$ cat src/rtl/smbus_blk_pkg.sv
package smbus_blk_pkg;
  typedef enum logic [1:0] {
    REG_CTRL = 2'd0,
    REG_CNT  = 2'd1,
    REG_BLK  = 2'd2,
    REG_AUX  = 2'd3
  } reg_sel_e;

  localparam int AUX_PEC_BIT = 0;
  localparam int AUX_BUF_BIT = 1;
  localparam int AUX_W       = 2;
endpackage

$ cat src/rtl/smbus_blk_idx.sv
module smbus_blk_idx #(
  parameter int DEPTH = 32,
  localparam int IDX_W = $clog2(DEPTH)
) (
  input  logic             clk_i,
  input  logic             rst_ni,
  input  logic             clr_i,
  input  logic             inc_i,
  output logic [IDX_W-1:0] idx_o
);
  localparam logic [IDX_W-1:0] IDX_MAX = IDX_W'(DEPTH - 1);

  logic [IDX_W-1:0] idx_q;

  always_ff @(posedge clk_i or negedge rst_ni) begin
    if (!rst_ni)                          idx_q <= '0;
    else if (clr_i)                       idx_q <= '0;
    else if (inc_i && idx_q != IDX_MAX)   idx_q <= idx_q + 1'b1;
  end

  assign idx_o = idx_q;

  a_r5_clear: assert property (@(posedge clk_i) disable iff (!rst_ni)
    clr_i |=> idx_q == '0);
  a_r6_saturate: assert property (@(posedge clk_i) disable iff (!rst_ni)
    (inc_i && !clr_i && idx_q == IDX_MAX) |=> idx_q == IDX_MAX);
  a_r3_advance: assert property (@(posedge clk_i) disable iff (!rst_ni)
    (inc_i && !clr_i && idx_q != IDX_MAX) |=> idx_q == $past(idx_q) + 1'b1);
endmodule

$ cat src/rtl/smbus_blk_mem.sv
module smbus_blk_mem #(
  parameter int DEPTH = 32,
  parameter int DW    = 8,
  localparam int IDX_W = $clog2(DEPTH)
) (
  input  logic             clk_i,
  input  logic             rst_ni,
  input  logic             we_i,
  input  logic [IDX_W-1:0] waddr_i,
  input  logic [DW-1:0]    wdata_i,
  input  logic [IDX_W-1:0] raddr_a_i,
  output logic [DW-1:0]    rdata_a_o,
  input  logic [IDX_W-1:0] raddr_b_i,
  output logic [DW-1:0]    rdata_b_o
);
  logic [DW-1:0] mem_q [DEPTH];

  always_ff @(posedge clk_i or negedge rst_ni) begin
    if (!rst_ni) begin
      for (int i = 0; i < DEPTH; i++) mem_q[i] <= '0;
    end else if (we_i) begin
      mem_q[waddr_i] <= wdata_i;
    end
  end

  assign rdata_a_o = mem_q[raddr_a_i];
  assign rdata_b_o = mem_q[raddr_b_i];

  a_r3_store: assert property (@(posedge clk_i) disable iff (!rst_ni)
    we_i |=> mem_q[$past(waddr_i)] == $past(wdata_i));
endmodule

$ cat src/rtl/smbus_blk_buf.sv
module smbus_blk_buf
  import smbus_blk_pkg::*;
#(
  parameter int DEPTH = 32,
  parameter int DW    = 8
) (
  input  logic          clk_i,
  input  logic          rst_ni,
  input  logic          host_wr_i,
  input  logic          host_rd_i,
  input  logic [1:0]    host_addr_i,
  input  logic [DW-1:0] host_wdata_i,
  output logic [DW-1:0] host_rdata_o,
  input  logic          eng_start_i,
  input  logic          eng_wr_i,
  input  logic          eng_rd_i,
  input  logic [DW-1:0] eng_wdata_i,
  output logic [DW-1:0] eng_rdata_o,
  input  logic          eng_cnt_we_i,
  input  logic [DW-1:0] eng_cnt_i,
  output logic [DW-1:0] cnt_o,
  output logic          cnt_ok_o,
  output logic          buf_en_o,
  output logic          pec_en_o
);
  localparam int IDX_W = $clog2(DEPTH);
  localparam logic [DW-1:0] MAX_CNT = DW'(DEPTH);

  reg_sel_e         sel;
  logic             host_blk_wr, host_blk_rd, ctrl_rd, buf_en;
  logic [IDX_W-1:0] host_idx, eng_idx, waddr;
  logic [DW-1:0]    wdata, mem_a, mem_b;
  logic [DW-1:0]    ctrl_q, cnt_q, hold_q;
  logic [AUX_W-1:0] aux_q;

  assign sel         = reg_sel_e'(host_addr_i);
  assign host_blk_wr = host_wr_i && sel == REG_BLK;
  assign host_blk_rd = host_rd_i && sel == REG_BLK;
  assign ctrl_rd     = host_rd_i && sel == REG_CTRL;
  assign buf_en      = aux_q[AUX_BUF_BIT];

  smbus_blk_idx #(.DEPTH(DEPTH)) u_host_idx (
    .clk_i, .rst_ni,
    .clr_i (ctrl_rd),
    .inc_i (buf_en && (host_blk_wr || host_blk_rd)),
    .idx_o (host_idx)
  );

  smbus_blk_idx #(.DEPTH(DEPTH)) u_eng_idx (
    .clk_i, .rst_ni,
    .clr_i (eng_start_i),
    .inc_i (buf_en && (eng_wr_i || eng_rd_i)),
    .idx_o (eng_idx)
  );

  // engine store wins a same-cycle collision
  assign waddr = eng_wr_i ? eng_idx : host_idx;
  assign wdata = eng_wr_i ? eng_wdata_i : host_wdata_i;

  smbus_blk_mem #(.DEPTH(DEPTH), .DW(DW)) u_mem (
    .clk_i, .rst_ni,
    .we_i      (buf_en && (eng_wr_i || host_blk_wr)),
    .waddr_i   (waddr),
    .wdata_i   (wdata),
    .raddr_a_i (host_idx),
    .rdata_a_o (mem_a),
    .raddr_b_i (eng_idx),
    .rdata_b_o (mem_b)
  );

  always_ff @(posedge clk_i or negedge rst_ni) begin
    if (!rst_ni) begin
      ctrl_q <= '0;
      cnt_q  <= '0;
      hold_q <= '0;
      aux_q  <= '0;
    end else begin
      if (host_wr_i && sel == REG_CTRL) ctrl_q <= host_wdata_i;
      if (host_wr_i && sel == REG_AUX)  aux_q  <= host_wdata_i[AUX_W-1:0];
      if (eng_cnt_we_i)                 cnt_q  <= eng_cnt_i;
      else if (host_wr_i && sel == REG_CNT) cnt_q <= host_wdata_i;
      if (!buf_en) begin
        if (eng_wr_i)         hold_q <= eng_wdata_i;
        else if (host_blk_wr) hold_q <= host_wdata_i;
      end
    end
  end

  always_comb begin
    unique case (sel)
      REG_CTRL: host_rdata_o = ctrl_q;
      REG_CNT:  host_rdata_o = cnt_q;
      REG_BLK:  host_rdata_o = buf_en ? mem_a : hold_q;
      default:  host_rdata_o = {{(DW-AUX_W){1'b0}}, aux_q};
    endcase
  end

  assign eng_rdata_o = buf_en ? mem_b : hold_q;
  assign cnt_o       = cnt_q;
  assign cnt_ok_o    = (cnt_q != '0) && (cnt_q <= MAX_CNT);
  assign buf_en_o    = buf_en;
  assign pec_en_o    = aux_q[AUX_PEC_BIT];

  a_r7_idx_hold: assert property (@(posedge clk_i) disable iff (!rst_ni)
    (!buf_en && !ctrl_rd && (host_blk_wr || host_blk_rd)) |=> $stable(host_idx));
  a_r8_eng_cnt: assert property (@(posedge clk_i) disable iff (!rst_ni)
    eng_cnt_we_i |=> cnt_o == $past(eng_cnt_i));
  a_r2_aux_en: assert property (@(posedge clk_i) disable iff (!rst_ni)
    (host_wr_i && sel == REG_AUX) |=> buf_en_o == $past(host_wdata_i[AUX_BUF_BIT]));
endmodule

$ cat config.mk
export PLATFORM = sky130hd
export DESIGN_NAME = smbus_blk_buf
export DESIGN_NICKNAME = d
export VERILOG_FILES = /design/src/rtl/smbus_blk_pkg.sv /design/src/rtl/smbus_blk_idx.sv /design/src/rtl/smbus_blk_mem.sv /design/src/rtl/smbus_blk_buf.sv
export SDC_FILE = /design/constraint.sdc
export NUM_CORES = 1
export LEC_CHECK = 0
export BUFFER_PORTS_ARGS = -buffer_cell sky130_fd_sc_hd__clkbuf_2
export CAP_MARGIN = 40
export CORE_UTILIZATION = 63
export DETAILED_ROUTE_END_ITERATION = 16
export GPL_TIMING_DRIVEN = 0
export PLACE_DENSITY_LB_ADDON = 0.12
export SLEW_MARGIN = 20
export SYNTH_ARGS = -nofsm -noshare
export SYNTH_HDL_FRONTEND = slang
export SYNTH_SLANG_ARGS = --single-unit
$ cat constraint.sdc
create_clock -name clk_i -period 3.08 [get_ports clk_i]
set_input_delay 0.154 -clock clk_i [delete_from_list [all_inputs] [get_ports clk_i]]
set_output_delay 0.154 -clock clk_i [all_outputs]
set_load 0.02 [all_outputs]
==> results.py <==
metrics = {
    "run_status": {
        "outcome": "complete, but fails checks",
        "failed_checks": "setup timing",
    },
    "worst_setup_path": {
        "rr_startpoint": "u_host_idx.idx_o[0]",
        "cp-endpoint": "host_rdata_o[5]",
        "rrSetupSlack_ns": 0.11,
        "crit_family": "buffers and inverters",
        "ff2ff_path_depth": 6,
        "worstSetupPathType": "reg -> out",
        "cp.depth": 8,
        "crit_arrival_ns": 2.93,
        "path_buf_inv": 3,
        "cpPeakStageDelay_ns": 0.41,
        "cp.required_ns": 2.93,
        "r2r-end": "u_mem.mem_q[100]",
        "cp_max_fo": 10,
        "cp-startpoint": "u_host_idx.idx_o[1]",
        "end_kind": "output pin",
        "crit_chain": "buf_4, buf_4, mux4_2, nand2_1, nand2_1, a221oi_2, o221ai_1, clkbuf_2",
        "cp-start-kind": "register",
        "slowest_stage": "dfrtp_1",
    },
    "yosys": {
        "synthFlopType": "dfrtp_1",
        "yosys.cell_types.count": 60,
        "synth-edff-count": 0,
        "synth_area_per_cell_um2": 13.7,
        "synthTopCellsByArea": "dfrtp_1 45%, mux2_2 19%, mux4_2 14%",
        "synth_area_leader_cell": "dfrtp_1",
        "synth_seq_area_share_pct": 45.1,
        "yosys_register_bits": 292,
        "netlist_area_mm2": 0.0162,
        "synth_fp_nets": 1224,
        "syn_inst": 1186,
        "synth.top_cell.area_share_pct": 45.1,
        "synthArstFlopShare_pct": 100,
        "yosysWarnings": 0,
    },
    "drt": {
        "drt_iter0_drc": 1640,
        "wl_met1_mm": 21.1,
        "vias": 12000,
        "drc_errors": 0,
        "met3_wirelength_mm": 6.21,
        "dr.pass1.iters": 7,
        "final_antenna_net_count": 0,
        "wl_per_cell_um": 33.2,
        "viasPerCell": 7.22,
        "wl_met2_mm": 24.3,
        "wirelength_mm": 55.0,
        "top_layer_used": "met4",
    },
    "cells_and_area": {
        "fill_cells": 1636,
        "drive_gt1_share_pct": 46.9,
        "diodes": 0,
        "nets": 1348,
        "area_growth_pct": 15.0,
        "stdcell_count": 1658,
    },
    "placement": {
        "dpl.hpwl_mm": 38.4,
        "routabilityCongestion": 1.00,
        "post-place-ws_ns": -0.0105,
        "io_buffer_count": 58,
        "dp_cells": 1580,
    },
    "timing": {
        "period_minus_slack_ns": 3.08,
        "relSlewSlack_pct": 39.8,
        "worst_pin_slew_ns": 0.904,
        "clock-skew-final_ns": 0.0216,
        "fmax_ghz": 0.325,
        "hold_viol_final": 0,
        "fin_crit_sh_pct": 100,
        "setup_viol": 1,
        "rsz0062_at_grt": "yes",
        "slew_violations": 0,
        "fin_ws_ns": -0.000214,
    },
    "global_route": {
        "grt_first_pass_wirelength_mm": 80.3,
        "antenna_found_initial": 1,
        "grt_pass1_vias": 12000,
        "grt_max_degree": 90,
        "overflow": 0,
        "grt_use_total_pct": 43.0,
    },
    "floorplan": {
        "die_h_um": 162,
        "die_area_mm2": 0.0264,
        "num_io_pins": 61,
        "coreArea_mm2": 0.0252,
        "fp-row-count": 58,
        "fp.dieW_um": 162,
        "initial_core_util_pct": 64.4,
    },
    "cts": {
        "clk_latency_ns": 0.58,
        "cts_sinks": 292,
        "htreeDepth": 1,
        "cts_buffer_depth": 3,
        "clkTransAtPathRegs_ns": 0.06,
        "cts_tree": "yes",
        "root_buffer": "clkbuf_16",
        "numCtsBuffers": 31,
    },
    "worst_hold_path": {
        "hold_class": "in -> reg",
    },
    "job": {
        "drv_cap": 0,
    },
    "power_and_ir_drop": {
        "ir_worst_vdd_mv": 0.506,
        "p_leak_uw": 0.00839,
        "p_per_area_mw_per_mm2": 649,
    },
}
-- worst min path at each step --
stage	from	end	depth (start not counted)
2_1_floorplan	rst_ni	aux_q[0]	0
3_3_place_gp	eng_cnt_i[0]	cnt_o[0]	3
3_5_place_dp	rst_ni	u_mem.mem_q[212]	1
4_1_cts	host_rd_i	u_host_idx.idx_o[1]	3
5_1_grt	host_rd_i	u_host_idx.idx_o[1]	3
6_report	host_rd_i	u_host_idx.idx_o[1]	3
-- stage by stage --
step,instance area (um2),power (uW),hold slack (ns),TNS [ns],utilization (%)
2_1_floorplan,16200,6740,-0.142,0,-
4_1_cts,18500,11900,0.00685,-0.0162,73.6
3_5_place_dp,17000,8060,0.0965,-0.0105,67.7
3_3_place_gp,16900,8000,0.370,-1248.65,67.2
6_report,18700,12100,0.00962,-0.000214,74.1
5_1_grt,18700,12400,0.0541,-0.0373,74.1
-- area by class of cell --
class	instances	area, um2	share of cell area (%)
multi-input combinational	798	8620	46.2
sequential	292	7310	39.2
clock inverter	7	63.8	0.342
buffer	86	627	3.36
timing repair buffer	93	698	3.74
clock buffer	44	885	4.74
inverter	8	30.0	0.161
tap	330	413	2.21
-- power breakdown --
part	internal [uW]	switching, uW	total (uW)
sequential	4190	295	4480
clock	2050	1540	3590
combinational	1700	2330	4030
total	7940	4170	12100
-- Yosys cell counts (16+ instances only) --
| library cell | count |
|---|---|
| a21oi_1 | 20 |
| buf_2 | 18 |
| nand2_1 | 62 |
| nor2_1 | 36 |
| mux2_2 | 274 |
| o21ai_0 | 35 |
| o22ai_1 | 20 |
| mux4_2 | 98 |
| mux2_4 | 16 |
| clkbuf_1 | 50 |
| mux2i_1 | 77 |
| nor2_4 | 19 |
| dfrtp_1 | 292 |
-- registers in the layout (all words and copies together) (netlist names) --
register and flops:
aux_q 2, cnt_o 8, ctrl_q 8, hold_q 8
u_eng_idx.idx_o 5, u_host_idx.idx_o 5, u_mem.mem_q 256
-- cell usage in the layout, fill, tap and decap left out, types with 16 or more instances in the layout --
cell type / n
mux2_4: 16
a21oi_1: 18
mux2i_1: 69
o21ai_0: 31
nor2_1: 36
mux4_2: 98
nand2_1: 62
clkbuf_16: 31
clkbuf_1: 38
clkbuf_2: 69
o22ai_1: 18
dlygate4sd3_1: 26
dfrtp_1: 290
mux2_2: 274
nor2_4: 19
-- per-layer routing --
| layer | GRT usage (%) | vias to the layer above |
|---|---|---|
| li1 | - | 4753 |
| met1 | 58.8 | 6181 |
| met2 | 63.8 | 843 |
| met3 | 10.8 | 188 |
| met4 | 22.6 | 0 |
| met5 | 0 | - |
-- worst min-delay path: cells and delay by family --
| family | cells | cell delay [ns] |
|---|---|---|
| buf+inv | 1 | 0.09 |
| simple gates | 2 | 0.30 |
-- what timing repair did --
action	CTS	global route
endpoints found under the hold margin	229	0
resized for setup	91	31
hold buffers	26	0
buffers inserted	2	0
endpoints found under the setup margin	16	16
pin swaps	2	3
gates cloned	1	0
-- cells by family after synthesis --
family                   after synthesis  share of synthesized area [%]
multiplexers                         473                           39.4
XOR/XNOR                               6                          0.324
AO/OA/AOI/OAI                        137                           5.99
AND/OR/NAND/NOR                      178                           6.14
buffers and inverters                 96                           2.75
flip-flops                           292                           45.1
adder cells (fa/ha/maj)                4                          0.309
(Power assumes the default switching activity.)
